==> src/rtl/spi_eng_pkg.sv <==
package spi_eng_pkg;
   // control byte field positions
   localparam int CTL_ROLE   = 0;
   localparam int CTL_POL    = 1;
   localparam int CTL_PHASE  = 2;
   localparam int CTL_IRQSRC = 6;
   // status byte field positions
   localparam int ST_TXEMPTY = 1;
   localparam int ST_RXFULL  = 4;

   typedef struct packed {
      logic ctl_master;
      logic pol;
      logic phase;
      logic irq_on_rx;
   } spi_cfg_t;
endpackage

==> src/rtl/spi_eng_sync.sv <==
module spi_eng_sync #(
   parameter int STAGES = 2,
   parameter int W      = 3,
   parameter logic [W-1:0] RST_VAL = '0
) (
   input  logic         clk,
   input  logic         rst_n,
   input  logic [W-1:0] d,
   output logic [W-1:0] q,
   output logic [W-1:0] q_prev
);
   logic [STAGES:0][W-1:0] pipe;

   always_ff @(posedge clk or negedge rst_n) begin
      if (!rst_n) pipe <= {(STAGES+1){RST_VAL}};
      else        pipe <= {pipe[STAGES-1:0], d};
   end

   assign q      = pipe[STAGES-1];
   assign q_prev = pipe[STAGES];
endmodule

==> src/rtl/spi_eng_div.sv <==
module spi_eng_div #(
   parameter int DIV_W = 8
) (
   input  logic             clk,
   input  logic             rst_n,
   input  logic             en,
   input  logic [DIV_W-1:0] div,
   output logic             tick
);
   logic [DIV_W-1:0] cnt;

   assign tick = en && (cnt == div);

   always_ff @(posedge clk or negedge rst_n) begin
      if (!rst_n)    cnt <= '0;
      else if (!en)  cnt <= '0;
      else if (tick) cnt <= '0;
      else           cnt <= cnt + 1'b1;
   end
endmodule

==> src/rtl/spi_byte_engine.sv <==
module spi_byte_engine
   import spi_eng_pkg::*;
#(
   parameter int DATA_W      = 8,
   parameter int DIV_W       = 8,
   parameter int SYNC_STAGES = 2
) (
   input  logic              clk,
   input  logic              rst_n,
   input  logic              tx_wr,
   input  logic [DATA_W-1:0] tx_data,
   input  logic              rx_rd,
   output logic [DATA_W-1:0] rx_data,
   input  logic [DIV_W-1:0]  div_val,
   input  logic [7:0]        ctrl,
   output logic [7:0]        status,
   output logic              irq,
   output logic              sclk_o,
   output logic              sclk_oe,
   input  logic              sclk_i,
   output logic              mosi_o,
   output logic              mosi_oe,
   input  logic              mosi_i,
   output logic              miso_o,
   output logic              miso_oe,
   input  logic              miso_i,
   input  logic              cs_n_i
);
   localparam int EDGES = 2 * DATA_W;
   localparam int CNT_W = $clog2(EDGES);
   localparam logic [CNT_W-1:0] LAST_EDGE = CNT_W'(EDGES - 1);

   generate
      if (DATA_W < 2) begin : g_bad_width
         $error("spi_byte_engine: DATA_W must be at least 2");
      end
      if (SYNC_STAGES < 2) begin : g_bad_sync
         $error("spi_byte_engine: SYNC_STAGES must be at least 2");
      end
      if (DIV_W < 1) begin : g_bad_div
         $error("spi_byte_engine: DIV_W must be at least 1");
      end
   endgenerate

   spi_cfg_t cfg;
   assign cfg.ctl_master = ctrl[CTL_ROLE];
   assign cfg.pol        = ctrl[CTL_POL];
   assign cfg.phase      = ctrl[CTL_PHASE];
   assign cfg.irq_on_rx  = ctrl[CTL_IRQSRC];

   logic unused_ctrl;
   assign unused_ctrl = ^{ctrl[7], ctrl[5:3]};

   // peripheral-side input synchronizer: {select, clock, data}
   logic [2:0] s_now, s_prev;
   spi_eng_sync #(.STAGES(SYNC_STAGES), .W(3), .RST_VAL(3'b100)) u_sync (
      .clk(clk), .rst_n(rst_n), .d({cs_n_i, sclk_i, mosi_i}),
      .q(s_now), .q_prev(s_prev)
   );
   logic s_cs, s_cs_p, s_clk, s_clk_p, s_mosi;
   assign {s_cs, s_clk, s_mosi} = s_now;
   assign s_cs_p  = s_prev[2];
   assign s_clk_p = s_prev[1];

   // state
   logic              m_run, m_tgl;
   logic [CNT_W-1:0]  ecnt;
   logic [DATA_W-1:0] txbuf, sh, rxsh, rxbuf;
   logic              tx_empty, rx_full;

   logic m_tick;
   spi_eng_div #(.DIV_W(DIV_W)) u_div (
      .clk(clk), .rst_n(rst_n), .en(m_run), .div(div_val), .tick(m_tick)
   );

   // edge classification, shared by both roles
   logic m_edge, s_edge, any_edge, lead, samp, shft, byte_done;
   logic m_start, cs_fall, load, rx_bit;
   logic [DATA_W-1:0] rx_next;

   assign m_edge   = cfg.ctl_master && m_run && m_tick;
   assign s_edge   = !cfg.ctl_master && !s_cs && !s_cs_p && (s_clk != s_clk_p);
   assign any_edge = cfg.ctl_master ? m_edge : s_edge;
   assign lead     = cfg.ctl_master ? !ecnt[0] : (s_clk != cfg.pol);
   assign samp     = any_edge && (lead ^ cfg.phase);
   assign shft     = any_edge && !(lead ^ cfg.phase) && !(cfg.phase && ecnt == '0);
   assign byte_done = any_edge && (ecnt == LAST_EDGE);
   assign rx_bit   = cfg.ctl_master ? miso_i : s_mosi;
   assign rx_next  = samp ? {rxsh[DATA_W-2:0], rx_bit} : rxsh;

   assign m_start = cfg.ctl_master && !m_run && !tx_empty;
   assign cs_fall = !cfg.ctl_master && s_cs_p && !s_cs;
   assign load    = m_start || cs_fall || (!cfg.ctl_master && byte_done);

   always_ff @(posedge clk or negedge rst_n) begin
      if (!rst_n) begin
         m_run    <= 1'b0;
         m_tgl    <= 1'b0;
         ecnt     <= '0;
         txbuf    <= '0;
         sh       <= '0;
         rxsh     <= '0;
         rxbuf    <= '0;
         tx_empty <= 1'b1;
         rx_full  <= 1'b0;
      end else begin
         if (!cfg.ctl_master)                     m_run <= 1'b0;
         else if (m_start)                        m_run <= 1'b1;
         else if (byte_done)                      m_run <= 1'b0;

         if (!m_run)      m_tgl <= 1'b0;
         else if (m_edge) m_tgl <= !m_tgl;

         if (m_start || cs_fall || (!cfg.ctl_master && s_cs)) ecnt <= '0;
         else if (byte_done)                                   ecnt <= '0;
         else if (any_edge)                                    ecnt <= ecnt + 1'b1;

         if (tx_wr) txbuf <= tx_data;

         if (load)      sh <= txbuf;
         else if (shft) sh <= {sh[DATA_W-2:0], 1'b0};

         rxsh <= rx_next;
         if (byte_done) rxbuf <= rx_next;

         if (tx_wr)     tx_empty <= 1'b0;
         else if (load) tx_empty <= 1'b1;

         if (byte_done)  rx_full <= 1'b1;
         else if (rx_rd) rx_full <= 1'b0;
      end
   end

   always_comb begin
      status             = '0;
      status[ST_TXEMPTY] = tx_empty;
      status[ST_RXFULL]  = rx_full;
   end

   assign irq     = cfg.irq_on_rx ? rx_full : tx_empty;
   assign rx_data = rxbuf;
   assign sclk_o  = cfg.pol ^ m_tgl;
   assign sclk_oe = cfg.ctl_master;
   assign mosi_o  = sh[DATA_W-1];
   assign mosi_oe = cfg.ctl_master;
   assign miso_o  = sh[DATA_W-1];
   assign miso_oe = !cfg.ctl_master && !s_cs;
endmodule

==> config.mk <==
export PLATFORM = sky130hd
export DESIGN_NAME = spi_byte_engine
export DESIGN_NICKNAME = d
export VERILOG_FILES = /design/src/rtl/spi_eng_pkg.sv /design/src/rtl/spi_eng_sync.sv /design/src/rtl/spi_eng_div.sv /design/src/rtl/spi_byte_engine.sv
export SDC_FILE = /design/constraint.sdc
export NUM_CORES = 1
export LEC_CHECK = 0
export BUFFER_PORTS_ARGS = -buffer_cell sky130_fd_sc_hd__buf_2
export CAP_MARGIN = 20
export CORE_MARGIN = 4
export CORE_UTILIZATION = 58
export DETAILED_ROUTE_END_ITERATION = 7
export GPL_TIMING_DRIVEN = 0
export PLACE_DENSITY = 0.83
export SKIP_LAST_GASP = 1
export SLEW_MARGIN = 15
export SYNTH_ARGS = -nofsm -noshare
export SYNTH_HDL_FRONTEND = slang
export SYNTH_SLANG_ARGS = --single-unit
==> constraint.sdc <==
create_clock -name clk -period 5.17 [get_ports clk]
set_input_delay 0.7755 -clock clk [delete_from_list [all_inputs] [get_ports clk]]
set_output_delay 0.7755 -clock clk [all_outputs]
set_load 0.005 [all_outputs]
Word-level counts from Yosys, hierarchy flattened
Index checks and enable logic that the tools add are counted.
- logic and storage cells: 78
- input port bits: 32
- register bits after elaboration: 57
- output and inout bits: 23
- $add $sub $neg: 2
- bitwise operators: 2
- reduce and logical (&&, ||, !) cells: 34
- eq/ne operators: 6
- muxes and demuxes: 21
- operators with widths (kind ; number):
    $mux 8 ; 5
    $logic_and 1x1->1 ; 17
    $mux 1 ; 13
    $mux 4 ; 3
    $logic_not 1->1 ; 9
    $add 8x1->8 const B ; 1
    $eq 8x8->1 ; 1
    $reduce_bool 2->1 ; 3
    $add 4x1->4 const B ; 1
    $eq 4x4->1 const B ; 1
    $logic_not 4->1 ; 1
    $logic_or 1x1->1 ; 3
    $ne 3x1->1 const B ; 1
    $reduce_bool 3->1 ; 1
    $ne 1x1->1 ; 2
    $ne 2x1->1 const B ; 1
    $xor 1x1->1 ; 2

Depth between registers and ports, before layout
- word-level depth: 10
- gate-level depth with buffers: 9
- mapped depth without buffers: 6

Modules after synthesis
Synthesis repeated with hierarchy kept, for this count alone.
- cell total of the unflattened synthesis: 212
- area, all modules: 2667.6 um^2
- by module, submodules not included (module ; seq. area each (um^2) ; cells each ; area an instance (um^2) ; times used):
    spi_byte_engine ; 1002.2 ; 150 ; 1901.8 ; 1
    spi_eng_div ; 200.2 ; 47 ; 491.7 ; 1
    spi_eng_sync ; 229.0 ; 15 ; 274.0 ; 1

Least setup slack after synthesis
No wires, ideal clock.
- path kind: input to register
- start: in div_val[3]
- end: reg rxbuf[0], in the netlist rx_data[0]
- buffers on the path: 1
- data arrival time: 2.169 ns
- required time: 5.045 ns
- stages: 6
- path slack: 2.875 ns
- setup time: 0.125 ns
- cells stage by stage: xor2_1 nor4_2 a31o_4 and2_4 buf_8 mux2_4
- word-level cells in the longest chain between the ends: 6
- elaborated cells on any way between the ends: 7
- those cells by class: eq/ne: 1; mux: 2; reduce/logical: 4
- RTL lines (what ; RTL line ; RTL):
    start, declared ; spi_byte_engine.sv:14 ; input logic [DIV_W-1:0] div_val,
    $eq 8x8->1 (*) ; spi_eng_div.sv:12 ; assign tick = en && (cnt == div);
    $logic_and 1x1->1 (*) ; spi_eng_div.sv:12 ;
    $logic_and 1x1->1 (*) ; spi_byte_engine.sv:81 ; assign m_edge = cfg.ctl_master && m_run && m_tick;
    $mux 1 (*) ; spi_byte_engine.sv:83 ; assign any_edge = cfg.ctl_master ? m_edge : s_edge;
    $logic_and 1x1->1 ; spi_byte_engine.sv:85 ; assign samp = any_edge && (lead ^ cfg.phase);
    $mux 8 ; spi_byte_engine.sv:89 ; assign rx_next = samp ? {rxsh[DATA_W-2:0], rx_bit} : rxsh;
    end signal, assigned ; spi_byte_engine.sv:124 ; if (byte_done) rxbuf <= rx_next;
    end, declared ; spi_byte_engine.sv:68 ; logic [DATA_W-1:0] txbuf, sh, rxsh, rxbuf;
Every way passes the cells marked *; elsewhere a longest branch is shown, timed or not.
A chain may end at the register's enable or synchronous reset.

Worst setup path in the final report
Ends and elaborated chain as after synthesis.

==> results.md <==
## Yosys
* 100% — FFs w/ async S/R, synth
* 0 — EDFF count, synth
* sky130_fd_sc_hd__dfrtp_1, sky130_fd_sc_hd__mux2_2, sky130_fd_sc_hd__xor2_1 — leading cell types by total area after synthesis
* 11.2 sq um — syn_area_per_cell
* 239 — synthesized netlist cell count
* 42 — number of distinct library cells after synthesis
* sky130_fd_sc_hd__dfrtp_1 — cell taking the most area after synthesis
* sky130_fd_sc_hd__dfrtp_1 — Primary FF master, synth
* sky130_fd_sc_hd__dfrtp_1, sky130_fd_sc_hd__nor2_1, sky130_fd_sc_hd__a21oi_1, sky130_fd_sc_hd__mux2_2, sky130_fd_sc_hd__xor2_1 — leading post-synthesis cells by instance count
* sky130_fd_sc_hd__dfrtp_1 — most common cell in the netlist
* 56 — Synth Register Bits
* 52.6% — sequential cell area fraction in the yosys report
* 2670 sq um — post-synthesis instance area
* 0 — synthesis warning total
* 48.7% — share of Yosys cell area claimed by the top area cell type

## Global route
* 0 — total congestion overflow
* 19.1% — combined global-route utilization of all metal layers
* 0 — number of antenna violations at the first check in global routing
* 1,722 — via count of the first global-routing pass
* 8.21 mm — wire length of the first global-routing pass
* 57 — largest net degree at the start of global routing

## Clocking
* sky130_fd_sc_hd__clkbuf_8 — clk root buf
* 0 — post-CTS setup-driven buffer insertion count
* 0.09 ns — clock-pin slew on the worst setup and hold paths
* 5 — clock buffers created by TritonCTS
* 0.31 ns — clk_lat worst skew
* yes — CTS tree
* 2 — H-tree levels
* 0 — hold-fix buffers at CTS
* 0 — PostCTS Resize Cnt
* 2 — number of buffers between clock root and the deepest sink
* 56 — number of sinks handled by clock tree synthesis

## Power
* 189 uV — IR drop worst, VDD
* 1.53 nW — Lkg Pwr
* 295 nW/um^2 — PwrDens

## Placed design
* 2.56 ns — post-placement setup slack
* 339 — cell count after placement
* 0.806 — routability congestion estimate
* 3.61 mm — HPWL Detailed
* 43 — # port buffers

## Floorplan
* 4410 sq um — core region area
* 60.5% — effective utilization at floorplan
* 55 — total I/O pin count
* 5760 sq um — Die Outline Area
* 24 — total number of placement rows
* 75.9 microns — Die Height
* 75.9 microns — Die Span X

## STA
* 0.676 ns — Tightest Pin Transition
* 0.441 GHz — maximum operating frequency
* 2.27 ns — min cycle time layout
* no — unrepaired setup endpoints after global routing
* 0 — final count of hold timing violations
* 0 — final number of setup-violating endpoints
* 0 — max-slew violation count
* 0.00572 ns — worst clock skew on the final layout
* 2.90 ns — final worst slack
* 0 ns — final total negative setup slack
* 54.9% — normalized max-slew margin
* 43.9% — Final Cycle Share

## Critical path
* 5.37 ns — required time at the worst-slack endpoint
* 0.55 ns — delay of the slowest cell on the worst path
* sky130_fd_sc_hd__nor4_2 — standard cell with the maximum stage delay on the critical path
* flop — element type at the critical path end
* 2 — Buf+Inv Stages, Crit Path
* simple AND/OR/NAND/NOR gates — category of cells accounting for the largest share of critical-path delay
* buf_2 -> xor2_1 -> nor4_2 -> a31o_4 -> and2_4 -> buf_8 -> mux2_4 — cell breakdown of the critical path
* input pin to flop — critical path start-end classification
* 2.47 ns — data arrival time of the worst path
* input pin — crit start category
* 10 — peak fanout along the critical path

## Drt
* 5.51 — mean number of vias per cell
* 4 — Initial DRT Pass Iterations
* 14.4 microns — average routed wire per standard cell
* 4.98 mm — total length of routed wires
* 0 — antenna-violating nets left
* 0 — post-route DRC violation count
* 126 — count of routing violations after the opening detailed-route iteration
* 1,913 — total via count after detailed routing

## Final layout
* 32.9% — fraction of layout cells with a size suffix above 1
* 346 — number of inserted filler cells in the final layout
* 15.4% — post-synthesis to final-layout area growth
* 0 — count of antenna diodes in the layout
* 1120 sq um — multi-input combinational cell area
* 329 — # nets final
* 347 — final cell count without fillers
* 1410 sq um — sequential cell area

## Run
* 0 — max cap viols

## Outcome
* complete, no violations — result of the run

## Hold path
* flop to flop — type of the most critical hold path

[flip-flops by register name (all words and copies together) (netlist names), 2 cells and up]
register	cells
rx_data	8
rxsh	8
u_div.cnt	8
u_sync.q	3
txbuf	8
sh	8
u_sync.pipe	3
u_sync.q_prev	2
ecnt	4
[kinds of logic (layout without fill, tap and decap cells)]
family,after synthesis,count (layout),synth area share (%)
other,1,6,0.140
muxes,27,27,11.1
DFF,56,56,52.6
adders and majority gates,3,3,1.40
and+or+nand+nor,57,57,11.2
buffers and inverters,27,78,6.04
AOI/OAI and AO/OA,50,50,11.5
xor gates and xnor gates,18,18,5.90
[power breakdown]
| group | leakage [nW] | internal, mW | switching [mW] | total [mW] |
|---|---|---|---|---|
| Sequential | 0.710 | 0.475 | 0.0265 | 0.502 |
| Clock | 0.0541 | 0.143 | 0.142 | 0.285 |
| Combinational | 0.761 | 0.0603 | 0.0616 | 0.122 |
[layout by cell type (no fill, tap or decap), drive strengths merged, types with 2 or more instances in the layout]
cell / instances
a21o: 3
a21oi: 18
a31o: 2
a31oi: 7
and2: 5
and3: 4
buf: 59
clkbuf: 8
conb: 6
dfrtp: 52
dfstp: 4
ha: 3
inv: 8
mux2: 19
mux2i: 8
nand2: 7
nand3: 14
nand4: 2
nor2: 19
nor4: 2
o211ai: 2
o21ai: 12
xnor2: 3
xor2: 15
[per-layer routing]
layer	up-vias	part of all wire (%)	track usage, %	wire [microns]
li1	926	-	-	-
met1	921	46	27.0	2270
met2	59	47	28.6	2320
met3	7	6.5	4.22	323
met4	0	1.4	7.57	72
met5	-	0	0	0
[worst paths after layout]
kind / to / startpoint / slack (ns) / cells past startpoint
worst min register to register: u_sync.q[1] / u_sync.pipe[1] / 0.36 / 0
max in group asynchronous: rx_data[2] / rst_n / 4.23 / 1
worst min-delay path: u_sync.q[1] / u_sync.pipe[1] / 0.36 / 0
worst max register to register: sh[6] / ecnt[0] / 3.01 / 9
worst max-delay path: rx_data[0] / div_val[3] / 2.90 / 7
min in group asynchronous: txbuf[1] / rst_n / 0.48 / 1
[layout make-up]
class	count	area share, %
sequential	56	45.6
multi-input combinational	161	36.4
timing repair buffer	43	7.06
buffer	19	4.26
clock buffer	5	2.23
tap	52	2.11
clock inverter	3	1.38
inverter	8	0.973
[worst reg2reg max path, cell delays in order (launching register included)]
cell and delay [ns]:
sky130_fd_sc_hd__dfrtp_1 0.45, sky130_fd_sc_hd__ha_1 0.27, sky130_fd_sc_hd__and3_1 0.15, sky130_fd_sc_hd__buf_2 0.18, sky130_fd_sc_hd__a21oi_1 0.16, sky130_fd_sc_hd__o31a_1 0.14, sky130_fd_sc_hd__clkbuf_1 0.29, sky130_fd_sc_hd__buf_2 0.27
sky130_fd_sc_hd__nor2_1 0.06, sky130_fd_sc_hd__a31oi_1 0.13
[per-stage QoR]
stage	area [sq um]	hold slack [ns]	utilization [%]	power [mW]
floorplan	2690	0.331	-	0.585
global placement	2970	0.332	67.3	0.626
detailed placement	2970	0.336	67.4	0.633
CTS	3090	0.359	69.9	0.915
global route	3090	0.363	69.9	0.956
finish	3090	0.358	69.9	0.909
Power figures use the tool's default switching activity.
